===== config.mk =====
export PLATFORM = sky130hd
export DESIGN_NAME = irq_line_aggregator
export DESIGN_NICKNAME = d
export VERILOG_FILES = /design/src/rtl/irq_agg_pkg.sv /design/src/rtl/irq_agg_datapath.sv /design/src/rtl/irq_agg_ctrl.sv /design/src/rtl/irq_line_aggregator.sv
export SDC_FILE = /design/constraint.sdc
export NUM_CORES = 1
export LEC_CHECK = 0
export CAP_MARGIN = 25
export CELL_PAD_IN_SITES_DETAIL_PLACEMENT = 2
export CELL_PAD_IN_SITES_GLOBAL_PLACEMENT = 2
export CORE_UTILIZATION = 31
export DETAILED_ROUTE_END_ITERATION = 8
export GPL_TIMING_DRIVEN = 0
export HOLD_SLACK_MARGIN = 0.05
export PLACE_DENSITY_LB_ADDON = 0.1
export SYNTH_ARGS = -nofsm -noshare
export SYNTH_HDL_FRONTEND = slang
export SYNTH_HIERARCHICAL = 1
export SYNTH_SLANG_ARGS = --single-unit

===== constraint.sdc =====
create_clock -name clk -period 3.74 [get_ports clk]
set_input_delay 0.748 -clock clk [delete_from_list [all_inputs] [get_ports clk]]
set_output_delay 0.748 -clock clk [all_outputs]
set_load 0.05 [all_outputs]

===== src/rtl/irq_agg_pkg.sv =====
package irq_agg_pkg;

  localparam int REG_AW = 12;

  localparam logic [REG_AW-1:0] OFF_TARGET = 12'h004;
  localparam logic [REG_AW-1:0] OFF_PEND   = 12'h00C;
  localparam logic [REG_AW-1:0] OFF_MASK   = 12'h018;
  localparam logic [REG_AW-1:0] OFF_PEEK   = 12'h01C;
  localparam logic [REG_AW-1:0] OFF_LIVE   = 12'h028;

  typedef enum logic [2:0] {
    SEL_NONE,
    SEL_TARGET,
    SEL_PEND,
    SEL_MASK,
    SEL_PEEK,
    SEL_LIVE
  } rdSel_e;

  typedef struct packed {
    logic   wrTarget;
    logic   wrMask;
    logic   clrPend;
    logic   loadMsg;
    rdSel_e rdSel;
  } aggStrobe_t;

endpackage


===== src/rtl/irq_agg_datapath.sv =====
module irq_agg_datapath
  import irq_agg_pkg::*;
#(
  parameter int                   NUM_LINES     = 11,
  parameter logic [NUM_LINES-1:0] IMPL_MASK     = 11'h5FF,
  parameter int                   DATA_W        = 32,
  parameter int                   MSG_DATA_BITS = 5
) (
  input  logic                 clk,
  input  logic                 rstN,
  input  logic [NUM_LINES-1:0] irqLines,
  input  logic [DATA_W-1:0]    regWdata,
  input  aggStrobe_t           strobe,
  output logic                 enabledEvent,
  output logic [DATA_W-1:0]    regRdata,
  output logic [DATA_W-1:0]    msgAddr,
  output logic [DATA_W-1:0]    msgData
);

  localparam int PAD_W = DATA_W - NUM_LINES;
  localparam int ADDR_KEEP = DATA_W - MSG_DATA_BITS;

  logic [NUM_LINES-1:0] syncA;
  logic [NUM_LINES-1:0] syncB;
  logic [NUM_LINES-1:0] prevLvl;
  logic [NUM_LINES-1:0] pendReg;
  logic [NUM_LINES-1:0] maskReg;
  logic [NUM_LINES-1:0] lineChange;
  logic [DATA_W-1:0]    targetReg;
  logic [DATA_W-1:0]    msgAddrReg;
  logic [DATA_W-1:0]    msgDataReg;

  // per-line synchronizer and change detector; unimplemented bits never pend
  for (genvar i = 0; i < NUM_LINES; i++) begin : gLine
    always_ff @(posedge clk) begin
      if (!rstN) begin
        syncA[i]   <= 1'b0;
        syncB[i]   <= 1'b0;
        prevLvl[i] <= 1'b0;
      end else begin
        syncA[i]   <= irqLines[i];
        syncB[i]   <= syncA[i];
        prevLvl[i] <= syncB[i];
      end
    end

    if (IMPL_MASK[i]) begin : gImpl
      assign lineChange[i] = syncB[i] ^ prevLvl[i];
      always_ff @(posedge clk) begin
        if (!rstN)
          pendReg[i] <= 1'b0;
        else
          pendReg[i] <= (pendReg[i] & ~strobe.clrPend) | lineChange[i];
      end
    end else begin : gHole
      assign lineChange[i] = 1'b0;
      always_ff @(posedge clk) pendReg[i] <= 1'b0;
    end
  end

  assign enabledEvent = |(lineChange & maskReg);

  always_ff @(posedge clk) begin
    if (!rstN) begin
      maskReg   <= '0;
      targetReg <= '0;
    end else begin
      if (strobe.wrMask)   maskReg   <= regWdata[NUM_LINES-1:0];
      if (strobe.wrTarget) targetReg <= regWdata;
    end
  end

  // message fields are captured once and held until the host takes them
  always_ff @(posedge clk) begin
    if (!rstN) begin
      msgAddrReg <= '0;
      msgDataReg <= '0;
    end else if (strobe.loadMsg) begin
      msgAddrReg <= {targetReg[DATA_W-1:MSG_DATA_BITS], {MSG_DATA_BITS{1'b0}}};
      msgDataReg <= {{ADDR_KEEP{1'b0}}, targetReg[MSG_DATA_BITS-1:0]};
    end
  end

  assign msgAddr = msgAddrReg;
  assign msgData = msgDataReg;

  always_comb begin
    unique case (strobe.rdSel)
      SEL_TARGET: regRdata = targetReg;
      SEL_PEND:   regRdata = {{PAD_W{1'b0}}, pendReg};
      SEL_MASK:   regRdata = {{PAD_W{1'b0}}, maskReg};
      SEL_PEEK:   regRdata = {{PAD_W{1'b0}}, pendReg & maskReg};
      SEL_LIVE:   regRdata = {{PAD_W{1'b0}}, syncB};
      default:    regRdata = '0;
    endcase
  end

endmodule


===== src/rtl/irq_agg_ctrl.sv =====
module irq_agg_ctrl
  import irq_agg_pkg::*;
(
  input  logic              clk,
  input  logic              rstN,
  input  logic              regEn,
  input  logic              regWr,
  input  logic [REG_AW-1:0] regAddr,
  input  logic              enabledEvent,
  input  logic              msgReady,
  output logic              msgValid,
  output aggStrobe_t        strobe
);

  logic armed;
  logic validReg;
  logic rdAccess;
  logic wrAccess;
  logic pendRead;
  logic swTrigger;
  logic fireMsg;
  logic portFree;

  assign rdAccess  = regEn & ~regWr;
  assign wrAccess  = regEn &  regWr;
  assign pendRead  = rdAccess & ((regAddr == OFF_PEND) | (regAddr == OFF_PEEK));
  assign swTrigger = wrAccess & (regAddr == OFF_PEND);
  assign fireMsg   = (enabledEvent & (armed | pendRead)) | swTrigger;
  assign portFree  = ~validReg | msgReady;

  always_comb begin
    strobe          = '0;
    strobe.rdSel    = SEL_NONE;
    strobe.wrTarget = wrAccess & (regAddr == OFF_TARGET);
    strobe.wrMask   = wrAccess & (regAddr == OFF_MASK);
    strobe.clrPend  = pendRead;
    strobe.loadMsg  = fireMsg & portFree;
    if (rdAccess) begin
      unique case (regAddr)
        OFF_TARGET: strobe.rdSel = SEL_TARGET;
        OFF_PEND:   strobe.rdSel = SEL_PEND;
        OFF_MASK:   strobe.rdSel = SEL_MASK;
        OFF_PEEK:   strobe.rdSel = SEL_PEEK;
        OFF_LIVE:   strobe.rdSel = SEL_LIVE;
        default:    strobe.rdSel = SEL_NONE;
      endcase
    end
  end

  always_ff @(posedge clk) begin
    if (!rstN) begin
      armed    <= 1'b1;
      validReg <= 1'b0;
    end else begin
      if (fireMsg)       armed <= 1'b0;
      else if (pendRead) armed <= 1'b1;

      if (fireMsg && portFree)      validReg <= 1'b1;
      else if (validReg && msgReady) validReg <= 1'b0;
    end
  end

  assign msgValid = validReg;

endmodule


===== src/rtl/irq_line_aggregator.sv =====
module irq_line_aggregator
  import irq_agg_pkg::*;
#(
  parameter int                   NUM_LINES     = 11,
  parameter logic [NUM_LINES-1:0] IMPL_MASK     = 11'h5FF,
  parameter int                   DATA_W        = 32,
  parameter int                   MSG_DATA_BITS = 5
) (
  input  logic                 clk,
  input  logic                 rstN,
  input  logic [NUM_LINES-1:0] irqLines,
  input  logic                 regEn,
  input  logic                 regWr,
  input  logic [REG_AW-1:0]    regAddr,
  input  logic [DATA_W-1:0]    regWdata,
  output logic [DATA_W-1:0]    regRdata,
  output logic                 msgValid,
  input  logic                 msgReady,
  output logic [DATA_W-1:0]    msgAddr,
  output logic [DATA_W-1:0]    msgData
);

  aggStrobe_t strobe;
  logic       enabledEvent;

  irq_agg_ctrl u_ctrl (
    .clk          (clk),
    .rstN         (rstN),
    .regEn        (regEn),
    .regWr        (regWr),
    .regAddr      (regAddr),
    .enabledEvent (enabledEvent),
    .msgReady     (msgReady),
    .msgValid     (msgValid),
    .strobe       (strobe)
  );

  irq_agg_datapath #(
    .NUM_LINES     (NUM_LINES),
    .IMPL_MASK     (IMPL_MASK),
    .DATA_W        (DATA_W),
    .MSG_DATA_BITS (MSG_DATA_BITS)
  ) u_dp (
    .clk          (clk),
    .rstN         (rstN),
    .irqLines     (irqLines),
    .regWdata     (regWdata),
    .strobe       (strobe),
    .enabledEvent (enabledEvent),
    .regRdata     (regRdata),
    .msgAddr      (msgAddr),
    .msgData      (msgData)
  );

endmodule


Yosys cells after proc, flatten, opt, wreduce, memory -nomap -nowiden
Cells that the tools add are included.

Output and inout bits: 97. Bits of input ports: 60. Flip-flop bits (word level): 119. Logic and storage cells: 117.

Multiplexer cells: 7. Bitwise operators: 47. Reduce and logical (&&, ||, !) cells: 5. Eq/ne operators: 10.

Operators with widths (count): case mux 32 bit (5 select lines) (1); equality test 12 x 5 -> 1 bit, second input constant (2); bitwise AND 11 bit (2); bitwise AND 1 bit (18); case mux 3 bit (5 select lines) (1); OR 1 bit (14); equality test 12 x 3 -> 1 bit, second input constant (1); equality test 12 x 4 -> 1 bit, second input constant (1); equality test 12 x 6 -> 1 bit, second input constant (1); OR reduction 11 bit (1); bitwise XOR 1 bit (10); equality test 3 x 2 -> 1 bit, second input constant (2); equality test 3 bit, second input constant (2); 2-to-1 mux 1 bit (4); nonzero test 2 bit (2); equality test 3 x 1 -> 1 bit, second input constant (1); 2-to-1 mux 3 bit (1); inverter 1 bit (3); logical AND 1 bit (2).

Depth between registers and ports, before layout
Depth in word-level cells: 8. Depth in mapped cells: 11. Depth with buffers taken out: 9.

Hierarchy
Netlist, hierarchy kept.

Modules (own cells, without submodules): irq_agg_datapath (area an instance 4946.0 µm², cells an instance 476, times used 1, seq. area each 2342.2 µm²); irq_agg_ctrl (area an instance 330.3 µm², cells an instance 39, times used 1, seq. area each 40.0 µm²).

Worst setup path after synthesis
Ideal clock, no wire load.

Path kind: in2out. From: input regAddr[8]. To: output regRdata[0]. Buffers on the path: 1. Required time: 2.992 ns. Path slack: 0.010 ns. Data arrival time: 2.982 ns. Cell stages on the path: 7. Cell sequence: nor4b_4 -> nand3_1 -> nor3_1 -> and3b_1 -> buf_2 -> a21oi_1 -> o221ai_1.

RTL lines: start, declared (RTL line irq_line_aggregator.sv:14) `input logic [REG_AW-1:0] regAddr,`; end, declared (RTL line irq_line_aggregator.sv:16) `output logic [DATA_W-1:0] regRdata,`.

==> summary.txt <==
Global routing
  • First-pass GRT wire length: 27.20 mm
  • Antenna violations before repair: 0
  • Total track usage: 0.2062
  • Grt total ovfl: 0
  • Vias in the first global route: 4895
  • Largest net degree at the start of global routing: 17

Drt
  • Wirelength per Cell: 18.77 um
  • DRC viols: 0
  • Vias post-DR: 4295
  • First-pass DRT Iterations: 5
  • Drt initial violations: 126
  • Routed vias/inst: 4.564
  • Antenna Nets Post-Route: 0
  • Routed wire length: 17.66 mm

Die
  • Chip height: 132.5 um
  • Number of placed I/O pins: 157
  • Die Area: between 0.015 and 0.02 mm2
  • Die X: 132.5 um
  • Core area: 0.01658 mm2
  • FP Rows: 47
  • Initial core utilization: 0.3182

Finish
  • Share of cells above drive strength 1: 0.2288
  • Design area: 0.007774 mm2
  • Most common cell after layout, fill and taps aside: dfxtp_1
  • Diode count: 0
  • # nets final: 770
  • Commonest cells after routing, fill and taps aside: dfxtp_1 (119), nor2b_1 (86), mux2i_1 (86)
  • Area growth from synthesis to layout: 47.33%
  • Layout Cells excl Fill: 941

Setup path
  • Reg2Reg Setup Slack: between 0.8 and 0.9 ns
  • R2R cell count: 11
  • RR Endpoint: u_dp/msgAddr[21]$_SDFFE_PN0P_
  • Worst setup EP type: primary output
  • Critical Path AT: approximately 2.9 ns
  • Reg2reg start: u_dp/syncB[7]$_SDFF_PN0_
  • Required time worst endpoint: 2.99 ns
  • Critical path type: in2out
  • Crit Path Max Fanout: 5
  • Critical path launch point type: input port

Power
  • Final Power: 3.034 mW
  • Max rail drop VDD: ~0.27 mV
  • LEAKAGE: 2.978 nW
  • Cell Pwr Density: between 300 and 400 mW/mm2

Placement
  • Post-Place Cells: between 800 and 900
  • Area after DPL: approximately 0.0069 mm2
  • Hpwl dp: 12.01 mm
  • IO Port Bufs: 124
  • Pre-CTS WS: -1.336 ns
  • GP Congestion: ~0.8

Hold path
  • Worst Hold Class: reg2reg
  • Hold path start: u_dp/syncA[1]$_SDFF_PN0_
  • Hold path cells: 1
  • Hold Crit Endpoint: u_dp/syncB[1]$_SDFF_PN0_

Clock network
  • Clk slew on worst S/H paths: about 0.05 ns
  • Cts-stage hold buffer count: 0
  • Clock Sinks: 119
  • H-tree depth: 4
  • Clk Latency, worst-skew pair: slightly above 0.4 ns
  • Clock Tree Root: clkbuf_16
  • TritonCTS clock tree: yes
  • CTS buffer count: 17
  • Bufs on Longest Clock Path: 2

Yosys
  • Ys async rst share: 0
  • Sequential area share after synthesis: 0.4515
  • Top cell type's share of synthesized area: 0.4515
  • Mux cell area share after synthesis: 0.1631
  • Largest family of logic cells by synthesized area: simple AND/OR/NAND/NOR gates
  • Number of flops mapped to enable cells by yosys: 0
  • Largest cells by area after synthesis: dfxtp_1 (45%), mux2i_1 (16%), nor2b_1 (10%)
  • Post-synthesis adder-cell area fraction: 0
  • Area of the mapped netlist: 0.005276 mm2
  • Seq cells post-synth: 119
  • Synth cell types: 42
  • Compound-Gate Fraction of Synth Area: 0.05881
  • Top FF cell, synth: dfxtp_1
  • Post-synth top area cell: dfxtp_1
  • Gate Count Post-Synth: 515
  • Ys Warns: 6
  • Synth Area in XOR/XNOR: 0.01992
  • Post-Synth Simple-Gate Area: 0.2222
  • Synthesized area per cell: 10.25 um2

Job
  • Max-cap violations: 0

STA
  • Worst slew pin tran: 0.5786 ns
  • Hold slack: 0.4366 ns
  • Final Hold Viols: 0
  • Pins Over Slew Limit: 0
  • Slew HR: 0.6143
  • Skew final: 0.008197 ns
  • Minimum clock period: around 3.6 ns
  • Tcrit/Tclk final: 0.9677
  • Final setup viols: 0
  • Achievable Freq: 276.3 MHz
  • Worst setup margin: between 0.1 and 0.15 ns

Outcome
  • Status: finished clean
worst max-delay path, cell delays in order:
cell and delay, ns:
dlygate4sd2_1 0.21, nor4b_4 0.24, nand4_2 0.17, buf_6 0.16, nor4_4 0.26, buf_4 0.18, buf_4 0.12, nor3b_4 0.04
buf_4 0.13, buf_12 0.13, a21oi_4 0.15, o221ai_4 0.14, buf_6 0.17
worst max path at each step:
stage,start,endpoint,slack [ns],cells past startpoint
floorplan,regAddr[8],regRdata[0],0.01,7
global placement,regAddr[8],regRdata[5],-1.22,8
global route,regAddr[5],regRdata[4],-0.0009,11
detailed placement,regAddr[8],regRdata[3],-1.34,8
finish,regEn,regRdata[5],0.12,13
CTS,regAddr[1],regRdata[6],0.0002,13
per-layer routing:
metal,wire [um],share of wire,track usage
met4,241,0.014,0.06897
met1,7272,0.41,0.2265
met5,0,0,0
met2,9455,0.54,0.3798
met3,695,0.039,0.05670
power breakdown:
group	total, mW	internal [mW]	switching [mW]
Sequential	1.31	1.29	0.0161
Combinational	0.258	0.116	0.142
Clock	1.47	0.917	0.551
cells in the mapped netlist, drive strengths merged (2+ instances only):
cell type and number:
a21oi 11, a22oi 3, a31oi 2, and2 55, and4bb 2, buf 51, clkbuf 10, dfxtp 119
inv 13, mux2i 86, nand2 11, nand2b 2, nand4 3, nor2 3, nor2b 86, nor3 3
nor3b 6, nor4 2, nor4b 2, o21a 10, o221ai 10, xor2 11
stage by stage:
step / setup TNS [ns] / util
finish: 0 / 0.4688
global route: -0.001833 / 0.4688
CTS: 0 / 0.4645
detailed placement: -39.51 / 0.4166
global placement: -36.17 / 0.4166
floorplan: 0 / -
cell families (layout without fill, tap and decap cells):
kind of cell,Yosys count,count (layout)
xor+xnor,12,12
buf+inv,74,249
other cells,1,32
flops,119,119
compound gates,43,43
simple gates,180,180
mux,86,86
final cells by class:
| cell class | count | area [um2] |
|---|---|---|
| clock buffer | 25 | 465.4 |
| buffer | 61 | 405.4 |
| timing repair buffer | 145 | 1364 |
| multi-input combinational | 353 | 2783 |
| sequential | 119 | 2382 |
| inverter | 13 | 48.80 |
| tap | 220 | 275.3 |
| clock inverter | 5 | 50.05 |
| fill | 1724 | 8810 |
state kept, by name, summed over array words and instances, names as in the netlist:
register / cells
u_dp/msgAddr: 27
u_dp/pendReg: 10
u_dp/prevLvl: 10
u_dp/syncB: 11
u_dp/targetReg: 32
u_dp/syncA: 11
u_ctrl/armed: 1
u_dp/maskReg: 11
u_dp/msgData: 5
u_ctrl/msgValid: 1
repair_timing:
action / in CTS / in global routing
setup buffers: 16 / 3
pin swaps: 17 / 7
resized for setup: 221 / 22
endpoints found under the setup margin: 32 / 32
gates cloned: 2 / 0
(Power assumes the default switching activity.)
